$ cat config.mk
export PLATFORM = sky130hd
export DESIGN_NAME = dbus_strobe_ctrl
export DESIGN_NICKNAME = d
export VERILOG_FILES = /design/src/rtl/dbus_pkg.sv /design/src/rtl/dbus_timing_sel.sv /design/src/rtl/dbus_access_seq.sv /design/src/rtl/dbus_strobe_gen.sv /design/src/rtl/dbus_strobe_ctrl.sv
export SDC_FILE = /design/constraint.sdc
export NUM_CORES = 1
export LEC_CHECK = 0
export BUFFER_PORTS_ARGS = -buffer_cell sky130_fd_sc_hd__buf_2
export CAP_MARGIN = 15
export CORE_MARGIN = 3
export CORE_UTILIZATION = 45
export CTS_BUF_LIST = sky130_fd_sc_hd__clkbuf_8
export CTS_CLUSTER_DIAMETER = 150
export DETAILED_ROUTE_END_ITERATION = 10
export HOLD_SLACK_MARGIN = 0.02
export PLACE_DENSITY = 0.71
export SETUP_SLACK_MARGIN = 0.3
export SLEW_MARGIN = 30
export SYNTH_ARGS = -nofsm -noshare
export SYNTH_HDL_FRONTEND = slang
export SYNTH_SLANG_ARGS = --single-unit
export TNS_END_PERCENT = 5
$ cat constraint.sdc
create_clock -name clk -period 4.8 [get_ports clk]
set_input_delay 0.48 -clock clk [delete_from_list [all_inputs] [get_ports clk]]
set_output_delay 0.48 -clock clk [all_outputs]
set_load 0.05 [all_outputs]
$ cat src/rtl/dbus_pkg.sv
package dbus_pkg;
  localparam int PER_W  = 8;          // width of clock-count settings
  localparam int HALF_W = PER_W + 1;  // width of half-clock settings

  typedef struct packed {
    logic              write;
    logic [PER_W-1:0]  period;
    logic [PER_W-1:0]  sample;
    logic [HALF_W-1:0] down;
    logic [HALF_W-1:0] up;
  } timing_t;
endpackage

$ cat src/rtl/dbus_timing_sel.sv
module dbus_timing_sel
  import dbus_pkg::*;
(
  input  logic              is_write,
  input  logic [PER_W-1:0]  rd_period,
  input  logic [HALF_W-1:0] rd_down,
  input  logic [HALF_W-1:0] rd_up,
  input  logic [PER_W-1:0]  rd_sample,
  input  logic [PER_W-1:0]  wr_period,
  input  logic [HALF_W-1:0] wr_down,
  input  logic [HALF_W-1:0] wr_up,
  output timing_t           tim
);
  localparam logic [PER_W-1:0] ONE_P = PER_W'(1);

  logic [PER_W-1:0]  per_raw, per_eff;
  logic [HALF_W-1:0] per_half, dn_raw, up_raw;

  always_comb begin
    per_raw  = is_write ? wr_period : rd_period;
    dn_raw   = is_write ? wr_down   : rd_down;
    up_raw   = is_write ? wr_up     : rd_up;
    per_eff  = (per_raw == '0) ? ONE_P : per_raw;
    per_half = {per_eff, 1'b0};

    tim.write  = is_write;
    tim.period = per_eff;
    tim.down   = (dn_raw == '0 || dn_raw > per_half) ? per_half : dn_raw;
    tim.up     = (up_raw == '0 || up_raw > per_half) ? per_half : up_raw;
    tim.sample = (is_write || rd_sample == '0 || rd_sample > per_eff) ? per_eff : rd_sample;
  end
endmodule

$ cat src/rtl/dbus_access_seq.sv
module dbus_access_seq
  import dbus_pkg::*;
#(
  parameter int DATA_W = 16
) (
  input  logic              clk,
  input  logic              rst,
  input  logic              req_valid,
  input  logic              req_cmd,
  input  logic [DATA_W-1:0] req_wdata,
  input  timing_t           sel_tim,
  input  logic [DATA_W-1:0] bus_din,
  output logic              busy,
  output logic [PER_W-1:0]  cnt,
  output timing_t           tim_q,
  output logic              nxt_busy,
  output logic [PER_W-1:0]  nxt_cnt,
  output timing_t           nxt_tim,
  output logic              cs_n,
  output logic              rd_nwr,
  output logic              cmd,
  output logic [DATA_W-1:0] dout,
  output logic              oe,
  output logic              done,
  output logic [DATA_W-1:0] rdata
);
  localparam logic [PER_W-1:0] ONE_P = PER_W'(1);

  logic start, finish, grab;

  always_comb begin
    nxt_busy = busy;
    nxt_cnt  = cnt;
    nxt_tim  = tim_q;
    start    = 1'b0;
    finish   = 1'b0;
    if (!busy) begin
      if (req_valid) begin
        start    = 1'b1;
        nxt_busy = 1'b1;
        nxt_cnt  = '0;
        nxt_tim  = sel_tim;
      end
    end else if (cnt == tim_q.period - ONE_P) begin
      finish   = 1'b1;
      nxt_busy = 1'b0;
    end else begin
      nxt_cnt = cnt + ONE_P;
    end
  end

  assign grab = busy && !tim_q.write && (cnt == tim_q.sample - ONE_P);

  always_ff @(posedge clk) begin
    if (rst) begin
      busy   <= 1'b0;
      cnt    <= '0;
      tim_q  <= '0;
      cs_n   <= 1'b1;
      rd_nwr <= 1'b1;
      cmd    <= 1'b0;
      dout   <= '0;
      oe     <= 1'b0;
      done   <= 1'b0;
      rdata  <= '0;
    end else begin
      busy  <= nxt_busy;
      cnt   <= nxt_cnt;
      tim_q <= nxt_tim;
      done  <= finish;
      if (grab) rdata <= bus_din;
      if (start) begin
        cs_n   <= 1'b0;
        rd_nwr <= !sel_tim.write;
        cmd    <= req_cmd;
        oe     <= sel_tim.write;
        if (sel_tim.write) dout <= req_wdata;
      end else if (finish) begin
        cs_n <= 1'b1;
        oe   <= 1'b0;
      end
    end
  end

  AST_CNT_RANGE: assert property (@(posedge clk) disable iff (rst)
    busy |-> (cnt < tim_q.period));
  AST_DONE_PULSE: assert property (@(posedge clk) disable iff (rst)
    done |=> !done);
endmodule

$ cat src/rtl/dbus_strobe_gen.sv
module dbus_strobe_gen
  import dbus_pkg::*;
(
  input  logic              clk,
  input  logic              rst,
  input  logic              nxt_act,
  input  logic [PER_W-1:0]  nxt_cnt,
  input  logic [HALF_W-1:0] nxt_down,
  input  logic [HALF_W-1:0] nxt_up,
  input  logic              cur_act,
  input  logic [PER_W-1:0]  cur_cnt,
  input  logic [HALF_W-1:0] cur_down,
  input  logic [HALF_W-1:0] cur_up,
  output logic              strobe_n
);
  localparam logic [HALF_W:0] ONE_H = (HALF_W+1)'(1);

  // Marks half-cycles in [down-1, up); the strobe is low where two
  // consecutive halves are marked, i.e. over [down, up).
  function automatic logic in_mark(input logic [PER_W-1:0] c, input logic odd,
                                   input logic [HALF_W-1:0] d, input logic [HALF_W-1:0] u);
    logic [HALF_W:0] h, h1;
    h  = {1'b0, c, odd};
    h1 = h + ONE_H;
    return (h1 >= {1'b0, d}) && (h < {1'b0, u});
  endfunction

  logic mark_p, mark_n;

  always_ff @(posedge clk) begin
    if (rst) mark_p <= 1'b0;
    else     mark_p <= nxt_act && in_mark(nxt_cnt, 1'b0, nxt_down, nxt_up);
  end

  always_ff @(negedge clk) begin
    if (rst) mark_n <= 1'b0;
    else     mark_n <= cur_act && in_mark(cur_cnt, 1'b1, cur_down, cur_up);
  end

  // Only one input of the gate changes at any clock edge: no glitch.
  assign strobe_n = ~(mark_p & mark_n);

  AST_STROBE_IDLE: assert property (@(posedge clk) disable iff (rst)
    !cur_act |-> strobe_n);
endmodule

$ cat src/rtl/dbus_strobe_ctrl.sv
module dbus_strobe_ctrl
  import dbus_pkg::*;
#(
  parameter int DATA_W = 16
) (
  input  logic              clk,
  input  logic              rst,
  input  logic [PER_W-1:0]  cfg_rd_period,
  input  logic [HALF_W-1:0] cfg_rd_down,
  input  logic [HALF_W-1:0] cfg_rd_up,
  input  logic [PER_W-1:0]  cfg_rd_sample,
  input  logic [PER_W-1:0]  cfg_wr_period,
  input  logic [HALF_W-1:0] cfg_wr_down,
  input  logic [HALF_W-1:0] cfg_wr_up,
  input  logic              req_valid,
  output logic              req_ready,
  input  logic              req_write,
  input  logic              req_cmd,
  input  logic [DATA_W-1:0] req_wdata,
  output logic              bus_cs_n,
  output logic              bus_rd_nwr,
  output logic              bus_cmd,
  output logic              bus_strobe_n,
  output logic [DATA_W-1:0] bus_dout,
  output logic              bus_oe,
  input  logic [DATA_W-1:0] bus_din,
  output logic              done_valid,
  output logic [DATA_W-1:0] done_rdata
);
  timing_t          sel_tim, tim_q, nxt_tim;
  logic             busy, nxt_busy;
  logic [PER_W-1:0] cnt, nxt_cnt;

  dbus_timing_sel u_sel (
    .is_write (req_write),
    .rd_period(cfg_rd_period),
    .rd_down  (cfg_rd_down),
    .rd_up    (cfg_rd_up),
    .rd_sample(cfg_rd_sample),
    .wr_period(cfg_wr_period),
    .wr_down  (cfg_wr_down),
    .wr_up    (cfg_wr_up),
    .tim      (sel_tim)
  );

  dbus_access_seq #(.DATA_W(DATA_W)) u_seq (
    .clk      (clk),
    .rst      (rst),
    .req_valid(req_valid),
    .req_cmd  (req_cmd),
    .req_wdata(req_wdata),
    .sel_tim  (sel_tim),
    .bus_din  (bus_din),
    .busy     (busy),
    .cnt      (cnt),
    .tim_q    (tim_q),
    .nxt_busy (nxt_busy),
    .nxt_cnt  (nxt_cnt),
    .nxt_tim  (nxt_tim),
    .cs_n     (bus_cs_n),
    .rd_nwr   (bus_rd_nwr),
    .cmd      (bus_cmd),
    .dout     (bus_dout),
    .oe       (bus_oe),
    .done     (done_valid),
    .rdata    (done_rdata)
  );

  dbus_strobe_gen u_stb (
    .clk     (clk),
    .rst     (rst),
    .nxt_act (nxt_busy),
    .nxt_cnt (nxt_cnt),
    .nxt_down(nxt_tim.down),
    .nxt_up  (nxt_tim.up),
    .cur_act (busy),
    .cur_cnt (cnt),
    .cur_down(tim_q.down),
    .cur_up  (tim_q.up),
    .strobe_n(bus_strobe_n)
  );

  assign req_ready = !busy;

  AST_READY_IDLE: assert property (@(posedge clk) disable iff (rst)
    req_ready |-> bus_cs_n);
  AST_CTRL_HOLD: assert property (@(posedge clk) disable iff (rst)
    (!bus_cs_n && $past(!bus_cs_n)) |-> ($stable(bus_rd_nwr) && $stable(bus_cmd)));
  AST_WDATA_HOLD: assert property (@(posedge clk) disable iff (rst)
    (bus_oe && $past(bus_oe)) |-> $stable(bus_dout));
  AST_OE_WRITE: assert property (@(posedge clk) disable iff (rst)
    bus_oe |-> (!bus_cs_n && !bus_rd_nwr));
endmodule

# --- Yosys cells after proc, flatten, opt, wreduce, memory -nomap -nowiden ---
# Index checks and enable logic that the tools add are counted.
word_totals:
  reg_bits: 83
  output_inout_bits: 39
  wordCells: 75
op_classes:
  addsub: 5
  order_cmp: 7
  eq_ne: 2
  muxes: 22
  bitwise: 3
  n_reduce_logical: 20
ops:
  columns: ["operator", "n"]
  rows:
  - ["$mux W8", 6]
  - ["$mux W18", 2]
  - ["$mux W9", 4]
  - ["$add A9 B1 Y10 const B", 2]
  - ["$ge A10 B9 Y1", 2]
  - ["$gt A9 B9 Y1", 2]
  - ["$logic_not A9 Y1", 2]
  - ["$lt A9 B9 Y1", 2]
  - ["$eq A8 B8 Y1", 2]
  - ["$logic_not A8 Y1", 2]
  - ["$sub A8 B1 Y8 const B", 2]
  - ["$mux W1", 10]
  - ["$add A8 B1 Y8 const B", 1]
  - ["$gt A8 B8 Y1", 1]
  - ["$logic_and A1 B1 Y1", 6]
  - ["$logic_or A1 B1 Y1", 4]
  - ["$reduce_and A2 Y1", 2]
  - ["$logic_not A1 Y1", 3]
  - ["$not A1 Y1", 2]
  - ["$reduce_bool A2 Y1", 1]
  - ["$and A1 B1 Y1", 1]

# --- Depth between registers and ports, before layout ---
depth:
  depth_word: 11
  depth_mapped: 21
  ltp_nobuf: 19

# --- Cells and area by module ---
# From an unflattened synthesis, not the netlist that was laid out.
hier_totals:
  hier_cells: 795
  hier_area_um2: 6359.8
by_module_without_submodules:
  columns: ["module", "n_inst", "cells_each", "area_each_um2", "seq_area_each_um2"]
  rows:
  - ["dbus_access_seq", 1, 502, 3988.8, 1621.6]
  - ["dbus_timing_sel", 1, 161, 1400.1, 0.0]
  - ["dbus_strobe_gen", 1, 131, 967.2, 40.0]
  - ["dbus_strobe_ctrl", 1, 1, 3.8, 0.0]

==> metrics.log <==
INFO  metric numClockSinks = 83
INFO  metric cts-buffers-inserted = 9
INFO  metric core_area = around 12000 um^2
INFO  metric required = around 2.7 ns
INFO  metric start_util = 0.469
INFO  metric power.leakage = 3.03 nW
INFO  metric clk_pin_slew_worst_paths = 0.09 ns
INFO  metric grtUsageTotal = 0.220
INFO  metric worst_skew_pair.late_latency = between 0.3 and 0.4 ns
INFO  metric hold_class = input port to flip-flop
INFO  metric rsz_0062_raised_after_global_routing = false
INFO  metric cts.path.max_buffers = 2
INFO  metric p_total = 1.82 mW
INFO  metric post_route_cells_drive_above_1_share = 0.252
INFO  metric slew_headroom = 0.398
INFO  metric critPathKind = flip-flop to flip-flop
INFO  metric first_pass_grt_wire_length = 25500 um
INFO  metric wl_per_cell = roughly 16 um
INFO  metric diodes = 0
INFO  metric final_nets = slightly below 1000
INFO  metric cts_hold_buf = 0
INFO  metric largest_net_degree_at_the_start_of_global_routing = just over 80
INFO  metric cts.htree.levels = 3
INFO  metric chip_height = approximately 120 um
INFO  metric grt_antenna_before_repair = 0
INFO  metric drt_iter0_markers = approximately 400
INFO  metric synth_common_cells = dfxtp_1 (83), nand2_1 (83), nor2_1 (79)
INFO  metric gr-max-usage-layer = met2
INFO  metric die_area = about 14000 um^2
INFO  metric cts_root_buf = clkbuf_8
INFO  metric setup.worst_path.end_class = flip-flop
INFO  metric drv.max_cap_violation_count = 0
INFO  metric gr-usage-met1 = 0.286
INFO  metric finish.utilization = 0.559
INFO  metric first_global_vias = roughly 5200
INFO  metric global_route.usage.met2 = 0.372
INFO  metric reg2reg_setup_slack = 0.52 ns
INFO  metric route.antenna.remaining_nets = 0
INFO  metric post_detailed_routing_wire_length = ~16000 um
INFO  metric timing_hold_violations_final = 0
INFO  metric grt.overflow.total = 0
INFO  metric postSynthNetCount = between 800 and 900
INFO  metric synth_cells = 705
INFO  metric largest_cells_by_area_after_synthesis = dfxtp_1 (29%), ha_1 (13%), nand2_1 (5.4%)
INFO  metric ys_seq_area_frac = 0.290
INFO  metric number_of_cells_traversed_by_the_worst_register_to_register_path = 6
INFO  metric number_of_iterations_in_the_first_detailed_routing_pass = 5
INFO  metric drcViolationCount = 0
INFO  metric post-synth-top-area-cell = dfxtp_1
INFO  metric dieWidth = ~120 um
INFO  metric vias_per_cell = 5.44
INFO  metric synth-async-reset-ratio = 0
INFO  metric via_count = around 5500
INFO  metric timing.clock.skew = 0.0391 ns
INFO  metric place.gp.congestion = around 0.89
INFO  metric cts_repair_resize_count = 0
INFO  metric reg2reg_from = u_seq.cnt[6]$_SDFF_PP0_
INFO  metric cts_tree = done
INFO  metric r2r-end = u_stb.mark_n$_SDFF_NP0_
INFO  metric critical_path_arrival = around 2.1 ns
INFO  metric synthesis.area_per_instance = ~8.1 um^2
INFO  metric met3_usage = 0.0440
INFO  metric post_synth_instance_area = about 5700 um^2
INFO  metric yosysTopAreaCellShare = 0.290
INFO  metric whs_path_depth = 3
INFO  metric place_hpwl = roughly 12000 um
INFO  metric timing.final.max_slew_violations = 0
INFO  metric run_status = finished, final reports clean
INFO  metric yosys_most_used_dff = dfxtp_1
INFO  metric synth_enable_flop_cells = 0
INFO  metric placed_cells = a little under 1000
INFO  metric finalHoldWorstSlack = 0.346 ns
INFO  metric ys_seq_elements = 83
INFO  metric critPathLaunchType = flip-flop
INFO  metric yosysWarningCount = 0
INFO  metric synth.distinct_cells = between 50 and 60
INFO  metric worst_tran_pin_value = 0.901 ns
INFO  metric vdd_drop_max = between 0.1 and 0.15 mV
INFO  metric portBuffers = between 100 and 150
INFO  metric worstSetupStartpoint = u_seq.cnt[6]$_SDFF_PP0_
INFO  metric hold_path_end = u_seq.dout[3]$_SDFFE_PP0P_
INFO  metric area_growth = 19.3%
INFO  metric cp_max_fo = 8
INFO  metric final_cells = about 1000
INFO  metric min_from = req_wdata[3]
INFO  metric power_per_cell_area = around 270 nW/um^2
INFO  metric fin_setup_tns = 0 ns
INFO  metric io-pin-count = ~140
INFO  metric cts.repair_timing.setup_buffer_count = 0
INFO  metric std_cell_rows = 40
INFO  metric finalSetupViolations = 0
-- worst max path at each step --
stage	endpoint	slack, ns
4_1_cts	u_stb.mark_n$_SDFF_NP0_	0.33
3_3_place_gp	u_stb.mark_n$_SDFF_NP0_	0.37
5_1_grt	u_stb.mark_n$_SDFF_NP0_	0.31
3_5_place_dp	u_stb.mark_n$_SDFF_NP0_	0.33
2_1_floorplan	u_stb.mark_p$_SDFF_PP0_	0.35
6_report	u_stb.mark_n$_SDFF_NP0_	0.52
-- worst max-delay path, stage by stage, from the launching register on --
cell      delay, ns
dfxtp_1        0.57
nand4_1        0.21
nor2_1         0.21
xor2_1         0.17
ha_1           0.26
a211oi_1       0.24
a221oi_1       0.11
-- where the power goes --
group	switching [mW]	total [mW]	leakage, nW	internal (mW)
sequential	0.0302	0.754	0.679	0.724
combinational	0.295	0.512	2.23	0.217
clock	0.257	0.550	0.114	0.293
-- flip-flops by register name, indices dropped and copies added (netlist names) --
name and cells:
u_stb.mark_n 1, u_seq.dout 16, u_seq.rdata 16, u_seq.cs_n 1, u_seq.rd_nwr 1, u_seq.oe 1
u_seq.tim_q 35, u_stb.mark_p 1, u_seq.cnt 8, u_seq.cmd 1, u_seq.done 1, u_seq.busy 1
-- per-layer routing --
layer / vias up / routed length, um
li1: 2786 / -
met1: 2510 / 7080
met2: 151 / 7490
met3: 21 / 818
met4: 0 / 289
met5: - / 0
-- per-stage QoR --
step	setup WS [ns]	cell area [um^2]
detailed placement	0.329	6600
finish	0.520	6830
floorplan	0.346	5730
global placement	0.371	6600
CTS	0.330	6820
global route	0.307	6830
-- placed cells by master (no fill, tap or decap), types with 3 or more instances in the layout --
master,synthesis,layout
a31oi_1,5,5
buf_2,7,135
o21a_1,4,4
nor3_1,12,12
nor2_1,79,79
nand3_1,12,12
nand2_1,83,83
dfxtp_1,83,80
xor2_1,11,11
xnor2_1,14,14
o21ai_0,14,14
o211ai_1,8,8
a21oi_1,59,59
or3_1,4,4
nand4_1,14,14
o31ai_1,7,7
ha_1,58,57
mux2i_1,29,29
and3_1,3,3
nand2b_1,4,4
a221oi_1,11,11
nand3b_1,9,9
nor2b_1,9,8
buf_4,1,20
and2_1,14,14
a21o_1,9,9
nor4_1,13,13
o21bai_1,4,4
clkbuf_8,0,9
mux2_2,25,25
a211oi_1,9,9
inv_1,28,29
-- kinds of logic (layout without fill, tap and decap cells) --
kind of cell	Yosys count	after routing	share of synthesized area
AND/OR/NAND/NOR	271	271	0.229
AO/OA/AOI/OAI	147	147	0.169
flip-flops	83	83	0.290
buffers and inverters	67	199	0.0474
adder cells (fa/ha/maj)	58	58	0.127
multiplexers	54	54	0.0999
XOR/XNOR	25	25	0.0382
-- area by class of cell --
cell class,instances,area [um^2]
clock buffers,9,124
clock inverters,8,96.3
fillers,1206,5380
inverters,27,101
multi-input cells,555,3800
flip-flops and latches,83,1670
well taps,168,210
repair buffers,155,826
(Power assumes the default switching activity.)
